$ cat config.mk
export PLATFORM = sky130hd
export DESIGN_NAME = excl_monitor
export DESIGN_NICKNAME = d
export VERILOG_FILES = /design/src/rtl/excl_pkg.sv /design/src/rtl/excl_lock_reg.sv /design/src/rtl/excl_check.sv /design/src/rtl/excl_fail_tracker.sv /design/src/rtl/excl_monitor.sv
export SDC_FILE = /design/constraint.sdc
export NUM_CORES = 1
export LEC_CHECK = 0
export BUFFER_PORTS_ARGS = -buffer_cell sky130_fd_sc_hd__buf_2
export CAP_MARGIN = 10
export CELL_PAD_IN_SITES_DETAIL_PLACEMENT = 0
export CELL_PAD_IN_SITES_GLOBAL_PLACEMENT = 1
export CORE_UTILIZATION = 39
export DETAILED_ROUTE_END_ITERATION = 12
export PLACE_DENSITY = 0.85
export SYNTH_ARGS = -nofsm -noshare
export SYNTH_HDL_FRONTEND = slang
export SYNTH_HIERARCHICAL = 1
export SYNTH_SLANG_ARGS = --single-unit
$ cat constraint.sdc
create_clock -name clk -period 2.2 [get_ports clk]
set_clock_uncertainty 0.05 [all_clocks]
set_input_delay 0.22 -clock clk [delete_from_list [all_inputs] [get_ports clk]]
set_output_delay 0.22 -clock clk [all_outputs]
set_load 0.01 [all_outputs]
$ cat src/rtl/excl_pkg.sv
package excl_pkg;

  typedef enum logic [1:0] {
    KIND_LDEX = 2'd0,
    KIND_STEX = 2'd1,
    KIND_SWAP = 2'd2,
    KIND_CLRX = 2'd3
  } req_kind_e;

  typedef struct packed {
    logic permit;
    logic valid;
    logic ok;
    logic warn;
  } resp_t;

endpackage

$ cat src/rtl/excl_lock_reg.sv
module excl_lock_reg #(
  parameter int ADDR_W = 32
) (
  input  logic              clk,
  input  logic              rst,
  input  logic              arm_en,
  input  logic              disarm_en,
  input  logic [ADDR_W-1:0] granule_in,
  output logic              armed,
  output logic [ADDR_W-1:0] granule_q
);

  always_ff @(posedge clk) begin
    if (rst) begin
      armed     <= 1'b0;
      granule_q <= '0;
    end else if (arm_en) begin
      armed     <= 1'b1;
      granule_q <= granule_in;
    end else if (disarm_en) begin
      armed     <= 1'b0;
    end
  end

endmodule

$ cat src/rtl/excl_check.sv
module excl_check
  import excl_pkg::*;
#(
  parameter int ADDR_W = 32
) (
  input  logic              req_valid,
  input  req_kind_e         kind,
  input  logic              armed,
  input  logic [ADDR_W-1:0] granule_q,
  input  logic [ADDR_W-1:0] granule_req,
  output logic              do_arm,
  output logic              do_disarm,
  output logic              stex_pass,
  output logic              stex_fail,
  output logic              swap_go
);

  logic is_stex;
  logic same_granule;

  always_comb begin
    is_stex      = req_valid && (kind == KIND_STEX);
    same_granule = (granule_q == granule_req);
    stex_pass    = is_stex && armed && same_granule;
    stex_fail    = is_stex && !(armed && same_granule);
    swap_go      = req_valid && (kind == KIND_SWAP);
    do_arm       = req_valid && (kind == KIND_LDEX);
    do_disarm    = is_stex || (req_valid && (kind == KIND_CLRX));
  end

endmodule

$ cat src/rtl/excl_fail_tracker.sv
module excl_fail_tracker #(
  parameter int WARN_PERIOD = 100000
) (
  input  logic clk,
  input  logic rst,
  input  logic fail_ev,
  input  logic pass_ev,
  output logic warn_ev
);

  generate
    if (WARN_PERIOD <= 1) begin : g_every
      assign warn_ev = fail_ev;
    end else begin : g_phase
      localparam int PH_W = $clog2(WARN_PERIOD);
      localparam logic [PH_W-1:0] PH_LAST = PH_W'(WARN_PERIOD - 1);
      logic [PH_W-1:0] phase_q;
      logic            at_last;

      assign at_last = (phase_q == PH_LAST);
      assign warn_ev = fail_ev && at_last;

      always_ff @(posedge clk) begin
        if (rst || pass_ev) begin
          phase_q <= '0;
        end else if (fail_ev) begin
          phase_q <= at_last ? '0 : phase_q + 1'b1;
        end
      end
    end
  endgenerate

endmodule

$ cat src/rtl/excl_monitor.sv
module excl_monitor
  import excl_pkg::*;
#(
  parameter int ADDR_W      = 32,
  parameter int GRAN_LOG2   = 4,
  parameter int WARN_PERIOD = 100000
) (
  input  logic              clk,
  input  logic              rst,
  input  logic              req_valid,
  input  logic [ADDR_W-1:0] req_addr,
  input  logic [1:0]        req_kind,
  output logic              store_permit,
  output logic              status_valid,
  output logic              status_ok,
  output logic              livelock_warn
);

  localparam logic [ADDR_W-1:0] GRAN_MASK = ~((ADDR_W'(1) << GRAN_LOG2) - ADDR_W'(1));

  req_kind_e         kind;
  logic [ADDR_W-1:0] granule_req;
  logic [ADDR_W-1:0] granule_q;
  logic              armed;
  logic              do_arm, do_disarm, stex_pass, stex_fail, swap_go, warn_ev;
  resp_t             resp_d, resp_q;

  assign kind        = req_kind_e'(req_kind);
  assign granule_req = req_addr & GRAN_MASK;

  excl_check #(.ADDR_W(ADDR_W)) u_check (
    .req_valid   (req_valid),
    .kind        (kind),
    .armed       (armed),
    .granule_q   (granule_q),
    .granule_req (granule_req),
    .do_arm      (do_arm),
    .do_disarm   (do_disarm),
    .stex_pass   (stex_pass),
    .stex_fail   (stex_fail),
    .swap_go     (swap_go)
  );

  excl_lock_reg #(.ADDR_W(ADDR_W)) u_lock (
    .clk        (clk),
    .rst        (rst),
    .arm_en     (do_arm),
    .disarm_en  (do_disarm),
    .granule_in (granule_req),
    .armed      (armed),
    .granule_q  (granule_q)
  );

  excl_fail_tracker #(.WARN_PERIOD(WARN_PERIOD)) u_track (
    .clk     (clk),
    .rst     (rst),
    .fail_ev (stex_fail),
    .pass_ev (stex_pass),
    .warn_ev (warn_ev)
  );

  always_comb begin
    resp_d.permit = stex_pass || swap_go;
    resp_d.valid  = stex_pass || swap_go || stex_fail;
    resp_d.ok     = stex_pass || swap_go;
    resp_d.warn   = warn_ev;
  end

  always_ff @(posedge clk) begin
    if (rst) resp_q <= '0;
    else     resp_q <= resp_d;
  end

  assign store_permit  = resp_q.permit;
  assign status_valid  = resp_q.valid;
  assign status_ok     = resp_q.ok;
  assign livelock_warn = resp_q.warn;

endmodule

[After elaboration in Yosys (flattened, before gate mapping)]
Index checks and enable logic that the tools add are counted.
Storage, ports and cells
  latch bits: 0
  bits in writable memories: 0
  memories: 0
  input bits: 37
  logic and storage cells: 31
  flip-flop bits (word level): 49
  output and inout port bits: 4
  ROM bits: 0
Cells by class
  divide/modulo/power cells: 0
  shift-type cells: 0
  bitwise logic cells: 0
  eq/ne operators: 5
  $lt $le $gt $ge: 0
  add/subtract/negate cells: 1
  mux-type cells: 3
  reduce and logical (&&, ||, !) cells: 16
  $mul: 0
Operators by type and width (count)
  == test 28 bit: 1
  adder 17 x 1 -> 17 bit (second input constant): 1
  == test 17 bit (second input constant): 1
  two-way mux 17 bit: 1
  logical AND 1 bit: 9
  == test 2 bit (second input constant): 2
  logical OR 1 bit: 4
  == test 2 x 1 -> 1 bit (second input constant): 1
  zero test 2 bit: 1
  two-way mux 1 bit: 2
  nonzero test 2 bit: 1
  zero test 1 bit: 1

[Depth between registers and ports, before layout]
Gate-level depths: netlist (run 1).
  depth after elaboration: 6
  depth in mapped cells: 9
  gate-level depth less buffers: 9

[By module]
Netlist (run 1), hierarchy kept.
By module, submodules not included
  excl_lock_reg: cells an instance 108, times used 1, sequential area each 660.6 um^2, area each 1204.9 um^2
  excl_fail_tracker: cells an instance 95, times used 1, sequential area each 340.3 um^2, area each 839.6 um^2
  excl_check: cells an instance 50, times used 1, sequential area each 0.0 um^2, area each 417.9 um^2
  excl_monitor: cells an instance 10, times used 1, sequential area each 60.1 um^2, area each 93.8 um^2

[Worst setup path after synthesis (run 1)]
No wires, ideal clock.
  path type: register to register
  from: reg u_lock.granule_q[20]
  to: reg u_track.g_phase.phase_q[13]
  slack: -36 ps
  path buffers: 0
  data required time: 2080 ps
  data arrival time: 2116 ps
  cell stages (with the launch flop): 10
  library setup time: 70 ps
  clock period less this slack: 2236 ps
  path through: dfxtp_1 > xor2_1 > nor4_2 > nand2_1 > a2111oi_2 > a21oi_1 > nand4_1 > or2_2 > or3_1 > a21oi_1
Between the ends
  cells in the longest elaborated chain, start to end: 4
  elaborated cells between the ends (all ways): 6
  classes of those cells: 1 x eq/ne; 5 x reduce/logical
Ends and longest elaborated chain
  start: declaration: line excl_lock_reg.sv:10  | output logic [ADDR_W-1:0] granule_q
  start signal: assignment: line excl_lock_reg.sv:19  | granule_q <= granule_in;
  == test 28 bit: line excl_check.sv:23  | same_granule = (granule_q == granule_req);
  logical AND 1 bit: line excl_check.sv:25  | stex_fail = is_stex && !(armed && same_granule);
  zero test 1 bit: line excl_check.sv:25
  logical AND 1 bit: line excl_check.sv:25
  named net stex_fail: line excl_monitor.sv:25  | logic do_arm, do_disarm, stex_pass, stex_fail, swap_go, warn_ev;
  end signal: assignment: line excl_fail_tracker.sv:27  | phase_q <= at_last ? '0 : phase_q + 1'b1;
  end: declaration: line excl_fail_tracker.sv:17  | logic [PH_W-1:0] phase_q;
The timed path passes the listed nets, and every way through them passes these cells.
A chain may end at the register's enable or synchronous reset.

==> results of run 1 <==
stage by stage:
step	TNS, ps	power, uW	hold slack (ps)	instance area, um^2
floorplan	0	1130	242	2590
global placement	0	1190	427	2890
detailed placement	-45.2	1190	438	2890
CTS	0	1750	111	3000
global route	-708	1820	119	3210
finish	0	1740	110	3210
worst reg2reg max path: stages, from the launching register on:
cell,delay [ps]
dfxtp_2,340
xor2_2,170
nor4_2,300
nand4_1,200
nor4_4,260
a21oi_4,110
nand4_1,150
buf_4,170
nor3_1,60
xnor2_1,140
nor2_1,50
final cells by class:
type / instances / area (um^2) / share of cell area, %
Multi-Input combinational cell: 203 / 1610 / 50.0
Sequential cell: 53 / 1070 / 33.5
Timing Repair Buffer: 52 / 328 / 10.2
Tap cell: 77 / 96.3 / 3.00
Clock buffer: 5 / 68.8 / 2.14
Clock inverter: 3 / 21.3 / 0.663
Inverter: 4 / 15.0 / 0.468
routing by layer:
layer / global-route usage, % / share of wire (%) / vias to the layer above
li1: - / - / 999
met1: 16.3 / 47 / 894
met2: 25.7 / 49 / 30
met3: 2.68 / 3.0 / 4
met4: 5.64 / 0.89 / 0
met5: 0 / 0 / -
power breakdown:
group / switching (uW) / internal (uW) / leakage [uW]
clock: 323 / 226 / 0.0000445
combinational: 99.0 / 90.1 / 0.000762
sequential: 15.8 / 983 / 0.000435
total: 438 / 1300 / 0.00124
cells by family (layout without fill, tap and decap cells):
group | count (synthesis) | count (layout)
AND/OR/NAND/NOR | 106 | 106
multiplexers | 32 | 32
adder cells (fa/ha/maj) | 1 | 1
other | 1 | 8
buffers and inverters | 15 | 64
AO/OA/AOI/OAI | 12 | 13
XOR/XNOR | 43 | 43
flip-flops | 53 | 53
cells in the final DEF (no fill, tap or decap), types with 3 or more instances in the layout:
cell type / instances
nand2_1: 7
nand3b_1: 4
buf_4: 11
mux2i_1: 32
nor4_2: 6
conb_1: 8
nand4_1: 7
clkbuf_8: 5
nor3_1: 5
dfxtp_1: 42
buf_2: 36
buf_6: 4
xor2_1: 28
o21ai_1: 3
inv_1: 4
nor4_4: 5
xnor2_1: 10
nand3_1: 5
xor2_2: 5
nor2_1: 48
dfxtp_2: 11
what timing repair did:
action / CTS / global route
pin swaps: 1 / 25
resized for setup: 4 / 44
setup endpoints to repair: 4 / 19
buffers inserted: 0 / 1
gates cloned: 0 / 1
flip-flops by register name (all words and copies together), names as in the netlist:
| name | flops |
|---|---|
| status_valid | 1 |
| u_lock/armed | 1 |
| u_lock/granule_q | 32 |
| store_permit | 1 |
| u_track/g_phase.phase_q | 17 |
| livelock_warn | 1 |
path summary, 6_finish.rpt:
check / to / slack [ps] / depth (start not counted)
hold reg to reg: u_lock/armed / 450 / 2
setup / recovery: u_track/g_phase.phase_q[9] / 100 / 10
hold / removal: u_lock/granule_q[17] / 110 / 3
setup reg to reg: u_track/g_phase.phase_q[9] / 100 / 10
==> metrics.cfg, run 1 <==
[sta]
hold_violations = 0
period_share_pct = 95.5
setup_ws_ps = 98.5
period_needed_ps = 2100
grt_setup_unrepaired = true
setup_viol = 0
finalMaxSlewViolations = 0
fmax_ghz = 0.476

[layout]
syn2layout_area_growth_pct = 25.6
num_antenna_cells = 0
drive_gt1_share_pct = 32.5
finalNetCount = 357
n_fill_cell = 588
fin_cells = 397
utilization_pct = 50.5

[grt]
grt-ovfl-total = 0
antenna_found_initial = 0
grt_pass1_vias = 1921
grt_pass1_wl_um = 8000
grt_max_degree = 39
track_usage_pct = 14.2

[setup_path]
crit_type = flop to flop
path_buf_inv = 1
path_max_fanout = 4
path_common_cell = nand4_1
cp.arrival_ps = 2260
rr_startpoint = u_lock/granule_q[0]
critPathRequiredTime_ps = 2350
cp_cell_sequence = xor2_2 > nor4_2 > nand4_1 > nor4_4 > a21oi_4 > nand4_1 > buf_4 > nor3_1 > xnor2_1 > nor2_1
critPathLaunch = u_lock/granule_q[0]
slowest_delay_ps = 340
endpoint_kind = flop
startpoint_type = flop
path_delay_family = simple AND/OR/NAND/NOR gates
crit_slowest_cell = dfxtp_2

[clock_tree]
cts_max_level = 2
worstSkewPairLatency_ps = 300
numCtsBuffers = 5
hold_buffers = 0
cts_sinks = 53
cts_root_buf = clkbuf_8
path_clk_slew_ps = 100
cts_tree = done
clockBufferDepth = 2

[pwr]
p_leak_uw = 0.00124
vdd_drop_max_uv = 296
power_density_nw_per_um2 = 541

[place]
place_inst = 388
place_congestion = 0.773
dpl_worst_slack_ps = -18.7
port_buffers = 36
dpl.hpwl_um = 3280

[logic_synthesis]
synth_area_leaders = dfxtp_1, mux2i_1, xor2_1
synth-compound-area-share_pct = 3.92
async_reset_ff_share_pct = 0
synth_commonest_cells = dfxtp_1, nor2_1, xor2_1
synth_cell_types = 38
synth-edff-count = 0
syn-cell-area_um2 = 2560
synth.most_common_cell = dfxtp_1
synth_fa_ha_area_share_pct = 0.489
ys_ff_latch = 53
synth_area_leader_cell = dfxtp_1
synthCells = 263
yosysWarningCount = 6
synth-seq-area-share_pct = 41.5
syn_avg_cell_area_um2 = 9.72
synth-simple-area-share_pct = 21.6
synthXorXnorAreaFrac_pct = 14.7
synth_top_family_by_area = simple AND/OR/NAND/NOR gates
muxShareOfSynthArea_pct = 12.5
ys.flop_type = dfxtp_1
synth_top_area_share_pct = 41.5

[detailed_routing]
drt_iter0_drc = 78
vias = 1927
ant_nets = 0
routed_wl_um = 4810
wl_per_cell_um = 12.1
via_per_inst = 4.85
dr.pass1.iters = 4
drc = 0

[hold_path]
hp-class = input pin to flop
min_from = req_addr[17]

[floorplan]
num_rows = 29
die_y_um = 83.0
dieArea_um2 = 6880
core-area_um2 = 6350
initial_utilization_pct = 40.3
die_w_um = 83.0
pin_count = 41

[flow_run]
maxCapViolations = 0

[run_status]
outcome = complete, no violations

Note: power is estimated with default switching activity, not from simulation.
==> run 2, diff against run 1 <==
--- a/config.mk
+++ b/config.mk
@@ -10,7 +10,7 @@
 export CELL_PAD_IN_SITES_DETAIL_PLACEMENT = 0
 export CELL_PAD_IN_SITES_GLOBAL_PLACEMENT = 1
-export CORE_UTILIZATION = 39
+export CORE_UTILIZATION = 43
 export DETAILED_ROUTE_END_ITERATION = 12
-export PLACE_DENSITY = 0.85
+export PLACE_DENSITY = 0.89
 export SYNTH_ARGS = -nofsm -noshare
 export SYNTH_HDL_FRONTEND = slang
==> constraint.sdc (replaced) <==
create_clock -name clk -period 2.21 [get_ports clk]
set_clock_uncertainty 0.05 [all_clocks]
set_input_delay 0.442 -clock clk [delete_from_list [all_inputs] [get_ports clk]]
set_output_delay 0.442 -clock clk [all_outputs]
set_load 0.01 [all_outputs]
==> run 2 against run 1 <==
Via count increased by 2.7%. Clock power up 24%. Critical endpoint is now u_track/g_phase.phase_q[13]. Die area shrank 9.1%. First-iteration DRC count up 62%. Largest power group unchanged. Worst setup slack worse by 73 ps. Global-route usage up 2.4 points. Largest cell class unchanged. Utilization increased by 5.5 points.
==> metrics.cfg, run 2 (synthesis results as in run 1) <==
[detailed_routing]
dr.pass1.iters = 4
wl_per_cell_um = 13.1
ant_nets = 0
via_per_inst = 5.06
routed_wl_um = 5110
drc = 0
vias = 1979
drt_iter0_drc = 126

[floorplan]
dieArea_um2 = 6260
pin_count = 41
die_w_um = 79.1
num_rows = 27
die_y_um = 79.1
initial_utilization_pct = 45.6
core-area_um2 = 5610

[grt]
antenna_found_initial = 0
grt_pass1_vias = 1864
grt_pass1_wl_um = 8110
grt_max_degree = 39
grt-ovfl-total = 0
track_usage_pct = 16.6

[clock_tree]
cts_tree = done
numCtsBuffers = 5
cts_sinks = 53
hold_buffers = 0
cts_root_buf = clkbuf_8
clockBufferDepth = 2
path_clk_slew_ps = 90
worstSkewPairLatency_ps = 300
cts_max_level = 2

[setup_path]
path_max_fanout = 4
cp_num_cells = 9
r2r_cells = 9
r2r_setup_slack_ps = 30
crit_type = flop to flop
setup.worst_path.end = u_track/g_phase.phase_q[13]
path_common_cell = nand4_1
critPathLaunch = u_lock/granule_q[6]
rr_endpoint = u_track/g_phase.phase_q[13]
rr_startpoint = u_lock/granule_q[6]
cp.arrival_ps = 2380
endpoint_kind = flop
critPathRequiredTime_ps = 2400
crit_slowest_cell = dfxtp_2
path_delay_family = simple AND/OR/NAND/NOR gates
cp_cell_sequence = xor2_1 > nor4_2 > nand4_1 > nor4_4 > a21oi_2 > nand4_1 > or2_4 > or3_1 > a21oi_1
startpoint_type = flop
slowest_delay_ps = 340
path_buf_inv = 0

[pwr]
vdd_drop_max_uv = 361
power_density_nw_per_um2 = 593
p_leak_uw = 0.00122

[hold_path]
hp-class = input pin to flop
min_from = req_addr[31]

[place]
dpl.hpwl_um = 3370
place_congestion = 0.817
dpl_cell_area_um2 = 2880
port_buffers = 36
dpl_worst_slack_ps = -258

[layout]
finalNetCount = 356
n_fill_cell = 510
final_cell_area_um2 = 3140
largest_registers = u_lock/granule_q: 32 flops, u_track/g_phase.phase_q: 17 flops
syn2layout_area_growth_pct = 22.9
largest-register = u_lock/granule_q
drive_gt1_share_pct = 30.4
mostFrequentLayoutCell = nor2_1
seq_area_um2 = 1070
num_antenna_cells = 0
largest_reg_flops = 32
multi_input_area_um2 = 1520
layout_common_cells = nor2_1, dfxtp_1, buf_2

[sta]
grt_setup_unrepaired = true
hold_violations = 0
period_share_pct = 98.8
finalMaxSlewViolations = 0
setup_ws_ps = 25.4
fmax_ghz = 0.458
finalSetupTns_ps = 0
period_needed_ps = 2180
setup_viol = 0

[run_status]
outcome = complete, no violations

[flow_run]
maxCapViolations = 0

-- run 2: layout make-up --
| type | instances | area share [%] |
|---|---|---|
| Inverter | 4 | 0.478 |
| Multi-Input combinational cell | 202 | 48.3 |
| Tap cell | 72 | 2.87 |
| Timing Repair Buffer | 52 | 10.5 |
| Clock inverter | 1 | 0.956 |
| Sequential cell | 53 | 34.2 |
| Clock buffer | 7 | 2.75 |
-- run 2: repair_timing --
| item | 4_1_cts | 5_1_grt |
|---|---|---|
| resized for setup | 1 | 29 |
| pin swaps | 2 | 19 |
| setup endpoints to repair | 8 | 19 |
| gates cloned | 0 | 0 |
| buffers inserted | 1 | 0 |
-- run 2: through the flow --
stage                     cells  hold WS, ps  util (%)  power (uW)
after floorplan             270          410         -        1130
after global placement      382          424      51.4        1190
after detailed placement    382          430      51.4        1190
after CTS                   391          336      53.7        1870
after global routing        391          359      56.0        1940
final                       391          345      56.0        1860
-- run 2: worst min-delay path by stage --
stage                                      end  slack [ps]  depth (start not counted)
after global placement            u_lock/armed         420                          2
after floorplan                   u_lock/armed         410                          2
after CTS                 u_lock/granule_q[17]         340                          3
after global routing      u_lock/granule_q[24]         360                          3
final                     u_lock/granule_q[31]         340                          3
after detailed placement          u_lock/armed         430                          2
-- run 2: worst reg2reg max path, stage by stage (launching register included) --
cell and delay [ps]:
dfxtp_2 340, xor2_1 200, nor4_2 80, nand4_1 160
nor4_4 60, a21oi_2 230, nand4_1 250, or2_4 320
or3_1 310, a21oi_1 120
-- run 2: routing by layer --
metal | routed length, um | share of wire [%] | vias to the layer above | track usage, %
li1 | - | - | 1000 | -
met4 | 69 | 1.4 | 0 | 7.45
met5 | 0 | 0 | - | 0
met3 | 181 | 3.5 | 7 | 3.33
met1 | 2220 | 43 | 927 | 19.7
met2 | 2640 | 52 | 45 | 28.6
-- run 2: report_power, final --
| part | switching, uW | internal (uW) | total (uW) |
|---|---|---|---|
| registers | 15.6 | 979 | 994 |
| clock network | 310 | 370 | 679 |
| logic | 98.4 | 89.8 | 188 |
==> run 3, diff against run 2 <==
Settings changed: BUFFER_PORTS_ARGS -buffer_cell sky130_fd_sc_hd__buf_2 to -buffer_cell sky130_fd_sc_hd__buf_4, SETUP_SLACK_MARGIN set to 0.05.
==> run 3 against run 2 <==
Sequential share of layout area down 1.2 points. Sequential power about the same. Worst setup slack better by 71 ps. Clock power down 19%. Highest routed layer unchanged. Largest cell class unchanged. Hold slack worse by 15 ps.
==> metrics.cfg, run 3 (synthesis results as in run 1) <==
[run_status]
outcome = complete, no violations

[layout]
finalNetCount = 361
utilization_pct = 58.1
syn2layout_area_growth_pct = 27.4
mostFrequentLayoutCell = buf_4
largest-register = u_lock/granule_q
largest_registers = u_lock/granule_q: 32 flops, u_track/g_phase.phase_q: 17 flops
largest_reg_flops = 32
num_antenna_cells = 0
drive_gt1_share_pct = 32.7
fin_cells = 396
layout_common_cells = buf_4, nor2_1, dfxtp_1

[setup_path]
r2r_cells = 9
crit_slowest_cell = or3_1
cp_cell_sequence = xor2_1 > nor4_2 > nand4_1 > nor4_4 > a21oi_4 > nand4_1 > or2_4 > or3_1 > a21oi_1
startpoint_type = flop
cp.arrival_ps = 2300
crit_type = flop to flop
path_max_fanout = 4
slowest_delay_ps = 370
critPathRequiredTime_ps = 2400
endpoint_kind = flop
path_common_cell = nand4_1

[sta]
period_needed_ps = 2110
grt_setup_unrepaired = true
finalMaxSlewViolations = 0
setup_ws_ps = 96.1
fmax_ghz = 0.473
holdWs_ps = 330
hold_violations = 0
period_share_pct = 95.7
setup_viol = 0

[clock_tree]
clockBufferDepth = 2
cts_tree = done
worstSkewPairLatency_ps = 310
cts_root_buf = clkbuf_8
hold_buffers = 0
cts_max_level = 2
path_clk_slew_ps = 100
numCtsBuffers = 5
cts_sinks = 53

[floorplan]
dieArea_um2 = 6260
initial_utilization_pct = 45.6
die_w_um = 79.1
die_y_um = 79.1
pin_count = 41
core-area_um2 = 5610
num_rows = 27

[place]
place_inst = 383
place_congestion = 0.786
dpl_worst_slack_ps = -306
port_buffers = 36
dpl.hpwl_um = 3460

[pwr]
vdd_drop_max_uv = 453
power_density_nw_per_um2 = 538
p_leak_uw = 0.00127
report.power.total_uw = 1750

[detailed_routing]
routed_wl_um = 5110
drt_iter0_drc = 144
drc = 0
vias = 1986
dr.pass1.iters = 4
wl_per_cell_um = 12.9
via_per_inst = 5.02
ant_nets = 0

[hold_path]
hold_path_depth = 3
hp-class = input pin to flop

[grt]
antenna_found_initial = 0
grt-ovfl-total = 0
grt_pass1_vias = 1901
grt_pass1_wl_um = 8680
grt_max_degree = 39
track_usage_pct = 17.6

[flow_run]
maxCapViolations = 0

## run 3: cell types whose count changed in the layout (fill, tap and decap cells not counted), moves of 2 or more
| cell | delta |
|---|---|
| nor4_2 | -2 |
| buf_4 | +41 |
| xor2_1 | -2 |
| nor2_2 | +3 |
| clkinv_4 | +2 |
| nor2_1 | -3 |
| buf_2 | -36 |
| nor4_1 | +2 |
| xor2_2 | +2 |
## run 3: report_power, final
part	switching (uW)	internal [uW]	total, uW	leakage, uW
registers	16.8	979	996	0.000435
logic	100	106	207	0.000783
clock network	323	225	548	0.0000481
## run 3: area by class of cell
cell class | count | area, um^2
Multi-Input combinational cell | 202 | 1530
Clock inverter | 3 | 22.5
Sequential cell | 53 | 1080
Tap cell | 72 | 90.1
Timing Repair Buffer | 57 | 457
Inverter | 4 | 15.0
Clock buffer | 5 | 68.8
Fill cell | 495 | 2350
## run 3: routing by layer
metal | vias up | GRT usage [%] | share of wire, %
met1 | 941 | 22.2 | 46
met5 | - | 0 | 0
li1 | 1002 | - | -
met3 | 7 | 3.91 | 3.3
met2 | 36 | 29.4 | 49
met4 | 0 | 6.18 | 1.5
## run 3: metrics by stage
| stage | cell area [um^2] | setup TNS, ps |
|---|---|---|
| 2_1_floorplan | 2590 | 0 |
| 3_3_place_gp | 2980 | -3570 |
| 3_5_place_dp | 2980 | -4120 |
| 4_1_cts | 3140 | 0 |
| 5_1_grt | 3260 | -576 |
| 6_report | 3260 | 0 |
## run 3: worst paths after layout
kind | startpoint | to | slack [ps]
worst max-delay path | u_lock/granule_q[8] | u_track/g_phase.phase_q[13] | 100
worst min-delay path | req_addr[31] | u_lock/granule_q[31] | 330
worst max register to register | u_lock/granule_q[8] | u_track/g_phase.phase_q[13] | 100
worst min register to register | u_lock/armed | u_lock/armed | 450
## run 3: worst max-delay path: cells and delay by family (launching register included)
kind	cells	cell delay [ps]
AO/OA/AOI/OAI	2	280
flip-flops	1	350
AND/OR/NAND/NOR	6	1180
XOR/XNOR	1	180
## run 3: what timing repair did
action / in CTS / in global routing
pin swaps: 5 / 13
resized for setup: 8 / 26
setup buffers: 2 / 4
setup endpoints to repair: 15 / 15
